--- config.mk ---
export PLATFORM = sky130hd
export DESIGN_NAME = lvds_pix_deser
export DESIGN_NICKNAME = d
export VERILOG_FILES = /design/src/rtl/lvds_pix_deser_pkg.sv /design/src/rtl/lvds_slot_capture.sv /design/src/rtl/lvds_group_align.sv /design/src/rtl/lvds_pixel_unmap.sv /design/src/rtl/lvds_pix_deser.sv
export SDC_FILE = /design/constraint.sdc
export NUM_CORES = 1
export LEC_CHECK = 0
export ABC_AREA = 0
export BUFFER_PORTS_ARGS = -buffer_cell sky130_fd_sc_hd__buf_2
export CAP_MARGIN = 30
export CORE_MARGIN = 8
export CORE_UTILIZATION = 47
export CTS_CLUSTER_SIZE = 30
export DETAILED_ROUTE_END_ITERATION = 8
export PLACE_DENSITY = 0.75
export SETUP_SLACK_MARGIN = 0.2
export SLEW_MARGIN = 30
export SYNTH_ARGS = -nofsm -noshare
export SYNTH_HDL_FRONTEND = slang
export SYNTH_HIERARCHICAL = 1
export SYNTH_SLANG_ARGS = --single-unit
--- constraint.sdc ---
create_clock -name clk -period 4.4 [get_ports clk]
set_input_delay 1.32 -clock clk [delete_from_list [all_inputs] [get_ports clk]]
set_output_delay 1.32 -clock clk [all_outputs]
set_load 0.01 [all_outputs]
--- src/rtl/lvds_pix_deser_pkg.sv ---
// Package: shared constants and types for the seven-slot pixel deserializer.
// Assumes a fixed seven-slot group and four physical data lanes.
package lvds_pix_deser_pkg;

    localparam int SLOTS     = 7;
    localparam int LANES     = 4;
    localparam int COLOR_W   = 8;
    localparam int CORE_W    = 6;
    localparam int EXTRA_W   = COLOR_W - CORE_W;

    // Clock-lane samples of one group, slot 0 in the MSB.
    localparam logic [SLOTS-1:0] BOUNDARY_PAT = 7'b1100011;

    typedef enum logic [1:0] {
        MAP_18   = 2'b00,
        MAP_24LO = 2'b01,
        MAP_24HI = 2'b10,
        MAP_RSVD = 2'b11
    } map_e;

    typedef struct packed {
        logic [COLOR_W-1:0] red;
        logic [COLOR_W-1:0] green;
        logic [COLOR_W-1:0] blue;
        logic               hs;
        logic               vs;
        logic               de;
    } pixel_t;

    typedef logic [LANES-1:0][SLOTS-1:0] slot_arr_t;

endpackage

--- src/rtl/lvds_slot_capture.sv ---
// Module: shifts each data lane into a seven-bit word and presents it
// indexed by transmit slot number, undoing mirrored order when asked.
// Assumes one new slot sample per lane on every clock edge.
module lvds_slot_capture #(
    parameter int LANES = 4,
    parameter int SLOTS = 7
) (
    input  logic                        clk,
    input  logic                        rst_n,
    input  logic [LANES-1:0]            lane_i,
    input  logic                        mirror_i,
    output logic [LANES-1:0][SLOTS-1:0] slot_o
);

    for (genvar l = 0; l < LANES; l++) begin : g_lane
        logic [SLOTS-1:0] shreg;

        // Shift the newest sample in at the LSB; oldest sits at the MSB.
        always_ff @(posedge clk) begin
            if (!rst_n) begin
                shreg <= '0;
            end else begin
                shreg <= {shreg[SLOTS-2:0], lane_i[l]};
            end
        end

        for (genvar k = 0; k < SLOTS; k++) begin : g_slot
            // Map arrival position to transmit slot number.
            assign slot_o[l][k] = mirror_i ? shreg[k] : shreg[SLOTS-1-k];
        end
    end

endmodule

--- src/rtl/lvds_group_align.sv ---
// Module: finds the group boundary on the clock lane and tracks lock.
// Hunting: any pattern match realigns the seven-cycle phase.
// Locked: only the phase checkpoint is evaluated and misses are counted.
// Assumes one clock-lane sample per edge.
module lvds_group_align #(
    parameter int               SLOTS     = 7,
    parameter logic [SLOTS-1:0] PATTERN   = 7'b1100011,
    parameter int               LOCK_GOOD = 4,
    parameter int               LOCK_BAD  = 2
) (
    input  logic clk,
    input  logic rst_n,
    input  logic lane_clk_i,
    output logic accept_o,
    output logic locked_o
);

    localparam int PW = $clog2(SLOTS);
    localparam int GW = $clog2(LOCK_GOOD + 1);
    localparam int BW = $clog2(LOCK_BAD + 1);
    localparam logic [PW-1:0] LAST_PH = PW'(SLOTS - 1);

    logic [SLOTS-1:0] clk_sh;
    logic [PW-1:0]    phase;
    logic [GW-1:0]    good_cnt;
    logic [BW-1:0]    bad_cnt;
    logic             locked_q;
    logic             match;
    logic             checkpoint;

    assign match      = (clk_sh == PATTERN);
    assign checkpoint = (phase == LAST_PH);
    assign accept_o   = locked_q && checkpoint && match;
    assign locked_o   = locked_q;

    // Clock-lane history, oldest sample in the MSB.
    always_ff @(posedge clk) begin
        if (!rst_n) begin
            clk_sh <= '0;
        end else begin
            clk_sh <= {clk_sh[SLOTS-2:0], lane_clk_i};
        end
    end

    // Phase counter, lock acquisition and lock loss.
    always_ff @(posedge clk) begin
        if (!rst_n) begin
            phase    <= '0;
            good_cnt <= '0;
            bad_cnt  <= '0;
            locked_q <= 1'b0;
        end else begin
            phase <= checkpoint ? '0 : phase + 1'b1;
            if (!locked_q) begin
                if (match) begin
                    if (checkpoint) begin
                        if (good_cnt == GW'(LOCK_GOOD - 1)) begin
                            locked_q <= 1'b1;
                            good_cnt <= '0;
                            bad_cnt  <= '0;
                        end else begin
                            good_cnt <= good_cnt + 1'b1;
                        end
                    end else begin
                        phase    <= '0;
                        good_cnt <= GW'(1);
                    end
                end else if (checkpoint) begin
                    good_cnt <= '0;
                end
            end else if (checkpoint) begin
                if (match) begin
                    bad_cnt <= '0;
                end else if (bad_cnt == BW'(LOCK_BAD - 1)) begin
                    locked_q <= 1'b0;
                    bad_cnt  <= '0;
                    good_cnt <= '0;
                end else begin
                    bad_cnt <= bad_cnt + 1'b1;
                end
            end
        end
    end

endmodule

--- src/rtl/lvds_pixel_unmap.sv ---
// Module: combinational inverse of the three packing layouts.
// Assumes slot_i is indexed [lane][transmit slot] with mirroring removed.
module lvds_pixel_unmap
    import lvds_pix_deser_pkg::*;
(
    input  slot_arr_t map_slots_i,
    input  map_e      map_i,
    output pixel_t    pix_o,
    output logic      ctl3_bad_o
);

    logic [CORE_W-1:0]  r_core, g_core, b_core;
    logic [EXTRA_W-1:0] r_ext, g_ext, b_ext;
    logic               wide;

    // Pull the six-bit core fields and controls out of lanes 0 to 2.
    always_comb begin
        r_core = {map_slots_i[0][1], map_slots_i[0][2], map_slots_i[0][3],
                  map_slots_i[0][4], map_slots_i[0][5], map_slots_i[0][6]};
        g_core = {map_slots_i[1][2], map_slots_i[1][3], map_slots_i[1][4],
                  map_slots_i[1][5], map_slots_i[1][6], map_slots_i[0][0]};
        b_core = {map_slots_i[2][3], map_slots_i[2][4], map_slots_i[2][5],
                  map_slots_i[2][6], map_slots_i[1][0], map_slots_i[1][1]};
    end

    // Pull the two-bit extension fields out of lane 3.
    always_comb begin
        b_ext = {map_slots_i[3][1], map_slots_i[3][2]};
        g_ext = {map_slots_i[3][3], map_slots_i[3][4]};
        r_ext = {map_slots_i[3][5], map_slots_i[3][6]};
    end

    // Place core and extension fields according to the layout.
    always_comb begin
        wide = 1'b0;
        unique case (map_i)
            MAP_24LO: begin
                wide        = 1'b1;
                pix_o.red   = {r_core, r_ext};
                pix_o.green = {g_core, g_ext};
                pix_o.blue  = {b_core, b_ext};
            end
            MAP_24HI: begin
                wide        = 1'b1;
                pix_o.red   = {r_ext, r_core};
                pix_o.green = {g_ext, g_core};
                pix_o.blue  = {b_ext, b_core};
            end
            default: begin
                pix_o.red   = {r_core, {EXTRA_W{1'b0}}};
                pix_o.green = {g_core, {EXTRA_W{1'b0}}};
                pix_o.blue  = {b_core, {EXTRA_W{1'b0}}};
            end
        endcase
        pix_o.hs   = map_slots_i[2][2];
        pix_o.vs   = map_slots_i[2][1];
        pix_o.de   = map_slots_i[2][0];
        ctl3_bad_o = wide && map_slots_i[3][0];
    end

endmodule

--- src/rtl/lvds_pix_deser.sv ---
// Module: top of the seven-slot pixel deserializer. Captures slots, aligns
// to the group boundary, unmaps the layout and registers the pixel.
// Assumes map_sel_i and mirror_i are static across each decode edge.
module lvds_pix_deser
    import lvds_pix_deser_pkg::*;
#(
    parameter int LOCK_GOOD = 4,
    parameter int LOCK_BAD  = 2
) (
    input  logic               clk,
    input  logic               rst_n,
    input  logic               lane_clk_i,
    input  logic [LANES-1:0]   lane_dat_i,
    input  logic [1:0]         map_sel_i,
    input  logic               mirror_i,
    output logic [COLOR_W-1:0] red_o,
    output logic [COLOR_W-1:0] green_o,
    output logic [COLOR_W-1:0] blue_o,
    output logic               hsync_o,
    output logic               vsync_o,
    output logic               de_o,
    output logic               pix_valid_o,
    output logic               locked_o,
    output logic               ctl_err_o
);

    slot_arr_t slots;
    pixel_t    pix_d, pix_q;
    logic      accept;
    logic      ctl3_bad;
    logic      valid_q;
    logic      err_q;

    lvds_slot_capture #(.LANES(LANES), .SLOTS(SLOTS)) u_capture (
        .clk      (clk),
        .rst_n    (rst_n),
        .lane_i   (lane_dat_i),
        .mirror_i (mirror_i),
        .slot_o   (slots)
    );

    lvds_group_align #(
        .SLOTS     (SLOTS),
        .PATTERN   (BOUNDARY_PAT),
        .LOCK_GOOD (LOCK_GOOD),
        .LOCK_BAD  (LOCK_BAD)
    ) u_align (
        .clk        (clk),
        .rst_n      (rst_n),
        .lane_clk_i (lane_clk_i),
        .accept_o   (accept),
        .locked_o   (locked_o)
    );

    lvds_pixel_unmap u_unmap (
        .map_slots_i (slots),
        .map_i       (map_e'(map_sel_i)),
        .pix_o       (pix_d),
        .ctl3_bad_o  (ctl3_bad)
    );

    // Register the accepted pixel, its strobe and the sticky error.
    always_ff @(posedge clk) begin
        if (!rst_n) begin
            pix_q   <= '0;
            valid_q <= 1'b0;
            err_q   <= 1'b0;
        end else begin
            valid_q <= accept;
            if (accept) begin
                pix_q <= pix_d;
            end
            if (accept && ctl3_bad) begin
                err_q <= 1'b1;
            end
        end
    end

    assign red_o       = pix_q.red;
    assign green_o     = pix_q.green;
    assign blue_o      = pix_q.blue;
    assign hsync_o     = pix_q.hs;
    assign vsync_o     = pix_q.vs;
    assign de_o        = pix_q.de;
    assign pix_valid_o = valid_q;
    assign ctl_err_o   = err_q;

endmodule

Yosys cells after proc, flatten, opt, wreduce, memory -nomap -nowiden
Index checks and enable logic that the tools add are counted.
- RAM bits: 0
- register bits after elaboration: 73
- output and inout bits: 30
- bits of input ports: 10
- word-level logic and storage cells: 92
- memories kept: 0
- bits in read-only memories: 0
- latch bits: 0
- add/sub/neg operators: 3
- multiplexer cells: 52
- shift-type cells: 0
- bitwise logic cells: 0
- equal/unequal tests: 10
- div/mod/pow operators: 0
- reduce and logical (&&, ||, !) cells: 10
- multipliers: 0
- $lt $le $gt $ge: 0
- operators by type and width (operator ; count):
    $pmux W24 S2 ; 1
    $mux W3 ; 12
    $mux W1 ; 32
    $mux W2 ; 7
    $ne A2 B2 Y1 const B ; 4
    $reduce_and A4 Y1 ; 2
    $eq A7 B7 Y1 const B ; 1
    $add A3 B1 Y3 const B ; 2
    $reduce_bool A2 Y1 ; 3
    $eq A2 B1 Y1 const B ; 2
    $logic_and A1 B1 Y1 ; 4
    $eq A3 B2 Y1 const B ; 1
    $eq A3 B3 Y1 const B ; 1
    $add A2 B1 Y2 const B ; 1
    $eq A2 B2 Y1 const B ; 1
    $reduce_or A2 Y1 ; 1

Longest topological paths before layout
- depth after elaboration: 5
- gate-level depth with buffers: 9
- mapped depth without buffers: 6

Modules after synthesis
The synthesis kept the hierarchy.
- by module, submodules not included (module ; times used ; cells an instance ; seq. area each (µm²) ; area an instance (µm²)):
    lvds_slot_capture ; 1 ; 89 ; 560.5 ; 1169.9
    lvds_pix_deser ; 1 ; 92 ; 580.6 ; 1083.5
    lvds_group_align ; 1 ; 74 ; 320.3 ; 671.9
    lvds_pixel_unmap ; 1 ; 45 ; 0.0 ; 345.3

Least setup slack after synthesis
OpenSTA, ideal clock, no wires.
- path kind: input to register
- from: in map_sel_i[0]
- to: reg pix_q (netlist bit blue_o[6])
- path buffers: 3
- data arrival time: 2575 ps
- path slack: 1709 ps
- stages: 9
- library setup time: 116 ps
- cell sequence: inv_1 > ha_1 > buf_6 > or2_1 > buf_6 > buf_6 > a22o_1 > mux2i_1 > nor2b_1
- RTL lines (item ; line ; RTL):
    start: declaration ; lvds_pix_deser.sv:14 ; input logic [1:0] map_sel_i,
    end signal: assignment ; lvds_pix_deser.sv:71 ; pix_q <= pix_d;
    end: declaration ; lvds_pix_deser.sv:28 ; pixel_t pix_d, pix_q;

==> results_tabular.tex <==
\begin{tabular}{lr}
\hline
Metric & Value \\
\hline
\multicolumn{2}{l}{\textbf{Yosys}} \\
\quad Most frequently used cell type in the post-synthesis netlist & dfxtp\_1 \\
\quad Number of distinct library cells after synthesis & 38 \\
\quad Number of enable-type register cells in the synthesized netlist & 0 \\
\quad Most used DFF post-synth & dfxtp\_1 \\
\quad Avg Cell Area, Syn & $\sim$11 um2 \\
\quad Portion of netlist area occupied by mux cells & a little under a fifth \\
\quad Synth cell count leaders & dfxtp\_1 (73), and2\_1 (35), nor2b\_1 (31) \\
\quad Share of the synthesized netlist area taken by xor and xnor gates & 0\% \\
\quad Compound-cell area share of the yosys netlist & 9.640\% \\
\quad Cells after Synth & 300 \\
\quad Post-synthesis sequential element count & 73 \\
\quad Biggest area consumer among synthesized cells & dfxtp\_1 \\
\quad Share of flip-flops with an asynchronous set or reset after synthesis & 0\% \\
\quad Largest family of logic cells by synthesized area & multiplexers \\
\quad Share of synthesized area occupied by flip-flops and latches & 44.68\% \\
\quad Post-synthesis instance area & around 0.0033 mm2 \\
\quad Simple-Gate Fraction of Synth Area & 18.52\% \\
\quad Adder-cell share of the synthesized area & between 1 and 1.5\% \\
\quad Share of the synthesized area in the top cell type & approximately 45\% \\
\quad Synth Warn \# & 6 \\
\quad Cell types occupying the most area after synthesis & dfxtp\_1 (45\%), mux2\_4 (9.2\%), mux2i\_1 (8.3\%), and2\_1 (6.7\%), nor2b\_1 (5.9\%) \\
\quad Post-synth net total & approximately 310 \\
\multicolumn{2}{l}{\textbf{Worst setup path}} \\
\quad Register-to-Register Path Depth & 6 \\
\quad Setup slack of the worst register-to-register path & between 2 and 2.5 ns \\
\quad Stages on the worst setup path & 8 \\
\quad Slowest Stage Delay on Critical Path & between 0.4 and 0.5 ns \\
\quad Critical Path End & blue\_o[7] \\
\quad Reg2Reg Launch Point & u\_align/clk\_sh[4] \\
\quad Kind of end point of the critical path & register \\
\quad Cell-by-cell trace of the critical path & buf\_2 -> inv\_1 -> ha\_1 -> nor2b\_1 -> buf\_4 -> a22o\_1 -> mux2i\_1 -> nor2b\_1 \\
\quad Data required time at the worst endpoint & about 4.7 ns \\
\quad Worst-path maximum fanout & 12 \\
\quad Cell type with the highest occurrence count on the critical path & nor2b\_1 \\
\quad Arr. time, crit path & around 2.9 ns \\
\quad CP Launch Point & map\_sel\_i[0] \\
\quad Count of buffer and inverter cells on the critical path & 3 \\
\quad Slowest cell on crit path & nor2b\_1 \\
\quad Category of the critical setup timing path & in -> reg \\
\quad Cell family with the largest share of critical-path delay & simple AND/OR/NAND/NOR gates \\
\quad Startpoint Class & primary input \\
\quad R2R Path End & red\_o[1] \\
\multicolumn{2}{l}{\textbf{Timing}} \\
\quad Actual transition at the worst max-transition pin & between 0.6 and 0.7 ns \\
\quad Final Max Slew Viols & 0 \\
\quad Fin Setup TNS & 0 ns \\
\quad Max Clk Rate & 386.4 MHz \\
\quad Final setup fails & 0 \\
\quad Period Utilization, post-route & 58.82\% \\
\quad Clock Skew & roughly 0.0085 ns \\
\quad Final min period & between 2 and 3 ns \\
\quad Hold Violations, Final & 0 \\
\quad Slew headroom & between 50\% and 60\% \\
\quad Unrepaired setup endpoints after global routing & no \\
\multicolumn{2}{l}{\textbf{Clock tree}} \\
\quad Clock latency on the worst-skew pair & 0.34 ns \\
\quad Hold-fix buffers, CTS & 0 \\
\quad Clock tree from TritonCTS & built \\
\quad Clock buffers created by TritonCTS & 9 \\
\quad Clock tree root buffer cell & clkbuf\_8 \\
\quad Clk sinks & between 70 and 80 \\
\quad Post-CTS setup buffer count & 0 \\
\quad Worst-path clk slew & roughly 0.080 ns \\
\quad H-tree depth & 3 \\
\quad Maximum clock insertion buffer count & 2 \\
\quad Number of cells upsized or downsized after cts & 0 \\
\multicolumn{2}{l}{\textbf{Finish}} \\
\quad Ant diodes & 0 \\
\quad Count of fill cells added during filler insertion & approximately 600 \\
\quad Fraction of layout instances using a drive strength above 1 & around 26\% \\
\quad Area taken by flip-flops and latches & 0.001461 mm2 \\
\quad Number of nets in the layout & between 300 and 400 \\
\quad Layout overhead on the synthesized area & 9.946\% \\
\quad Multi-input gate area in the final layout & 0.001582 mm2 \\
\multicolumn{2}{l}{\textbf{Detailed routing}} \\
\quad Post-Route M1 WL & about 3000 um \\
\quad Routed wirelength normalized by instance count & 13.99 um \\
\quad DRT iter0 DRCs & 95 \\
\quad 1st-pass router iterations & 4 \\
\quad Uppermost layer routed & met4 \\
\quad DRC errors left & 0 \\
\quad Via count normalized by instance count & approximately 5 \\
\quad Final wirelength & between 5000 and 6000 um \\
\quad Final ANT Viol Nets & 0 \\
\quad Wire length on met3 & 318 um \\
\quad Sum of met2 wire segment lengths after detailed routing & roughly 2400 um \\
\quad Overall via count from detail\_route & 2123 \\
\multicolumn{2}{l}{\textbf{Power and ir drop}} \\
\quad Largest voltage drop on the vdd net & around 190 uV \\
\quad Static power due to leakage & $\sim$1.5 nW \\
\quad Cell area power density & between 300 and 400 mW/mm2 \\
\quad Power after layout & around 1.3 mW \\
\multicolumn{2}{l}{\textbf{Floorplan}} \\
\quad Initial Util & roughly half \\
\quad Width of the die & between 90 and 100 um \\
\quad Core Area & $\sim$0.0068 mm2 \\
\quad Die height & 99.42 um \\
\quad Row cnt & 30 \\
\quad Die Area & between 0.009 and 0.01 mm2 \\
\quad Ports & 40 \\
\multicolumn{2}{l}{\textbf{Global routing}} \\
\quad Total gr overflow & 0 \\
\quad Vias in the first global route & 2004 \\
\quad Global-route wire length before repair & approximately 9600 um \\
\quad GRT Util Overall & between 10\% and 20\% \\
\quad Initial antenna violation count & 0 \\
\quad Maximum number of pins on one net before global-route repair & 47 \\
\multicolumn{2}{l}{\textbf{Placed design}} \\
\quad Placer's final routability congestion estimate & 0.8418 \\
\quad Port-buffer cells & 39 \\
\quad Detailed placement HPWL & 4139 um \\
\multicolumn{2}{l}{\textbf{Hold path}} \\
\quad Hold Crit Class & reg -> reg \\
\multicolumn{2}{l}{\textbf{Job}} \\
\quad Number of violations of the max-capacitance limit & 0 \\
\multicolumn{2}{l}{\textbf{Run status}} \\
\quad Outcome & finished clean \\
\hline
\end{tabular}
==> where the power goes <==
group / internal (mW) / switching [mW] / total [mW]
registers: 0.670 / 0.00854 / 0.679
logic: 0.0338 / 0.0365 / 0.0703
clock network: 0.275 / 0.239 / 0.515
==> stage by stage <==
| stage | instances | setup slack, ns | util (%) | hold slack, ns | area [um2] |
|---|---|---|---|---|---|
| final | 412 | 1.812 | 53.22 | 0.4588 | 3596 |
| after floorplan | 300 | 1.709 | - | 0.4069 | 3271 |
| after global routing | 412 | 1.695 | 53.22 | 0.4628 | 3596 |
| after CTS | 411 | 1.828 | 52.81 | 0.4513 | 3568 |
| after global placement | 395 | 1.518 | 49.91 | 0.4170 | 3372 |
| after detailed placement | 395 | 1.454 | 49.91 | 0.4395 | 3372 |
==> sequential cells by signal (all words and copies together) (netlist names), 2 cells and up <==
name / count
u_capture/g_lane.shreg: 28
blue_o: 8
green_o: 8
red_o: 8
u_align/clk_sh: 7
u_align/good_cnt: 3
u_align/phase: 3
u_align/bad_cnt: 2
==> layout make-up <==
class	count	share of cell area, %
multi-input combinational	196	43.98
sequential	73	40.64
timing repair buffer	42	6.611
clock buffer	11	3.932
tap	80	2.784
clock inverter	5	1.531
inverter	5	0.5219
==> logic make-up (layout without fill, tap and decap cells) <==
kind of cell    count (synthesis)  after routing
compound gates                 41             41
fa+ha+maj                       3              3
buf+inv                        31             63
mux                            51             51
simple gates                  101            101
flops                          73             73
==> placed cells by master (no fill, tap or decap), types with 2 or more instances in the layout <==
cell / n
o211ai_1: 2
clkbuf_8: 10
or3_1: 3
mux2_2: 4
mux2i_1: 27
clkinv_2: 2
ha_1: 3
nor2_1: 10
a22o_1: 18
nand2_1: 10
a22oi_1: 7
nor2b_1: 31
o21ai_0: 3
mux2_4: 20
and2_1: 35
buf_2: 39
nor3_1: 2
dfxtp_1: 73
inv_1: 5
clkinvlp_4: 2
nand2b_1: 2
a21oi_1: 5
buf_4: 2
==> worst min-delay path by stage <==
stage	from	to	slack (ns)	depth (start not counted)
after global routing	u_align/good_cnt[2]	u_align/good_cnt[2]	0.46	2
after detailed placement	u_align/good_cnt[2]	u_align/good_cnt[2]	0.44	2
after CTS	u_align/good_cnt[2]	u_align/good_cnt[2]	0.45	2
after global placement	u_align/good_cnt[2]	u_align/good_cnt[2]	0.42	2
after floorplan	u_align/good_cnt[2]	u_align/good_cnt[2]	0.41	2
final	u_align/good_cnt[2]	u_align/good_cnt[2]	0.46	2
==> worst register-to-register path, delay by kind of cell, from the launching register on <==
family                 cells  cell delay, ns
flip-flops                 1            0.31
buffers and inverters      1            0.24
AND/OR/NAND/NOR            4            1.19
multiplexers               1            0.21
==> routing by layer <==
layer	global-route usage, %	vias to the layer above
met5	0	-
met3	4.050	5
met1	15.28	990
met4	6.752	0
met2	17.61	39
li1	-	1089
No activity file was read; power rests on OpenSTA's default activity.
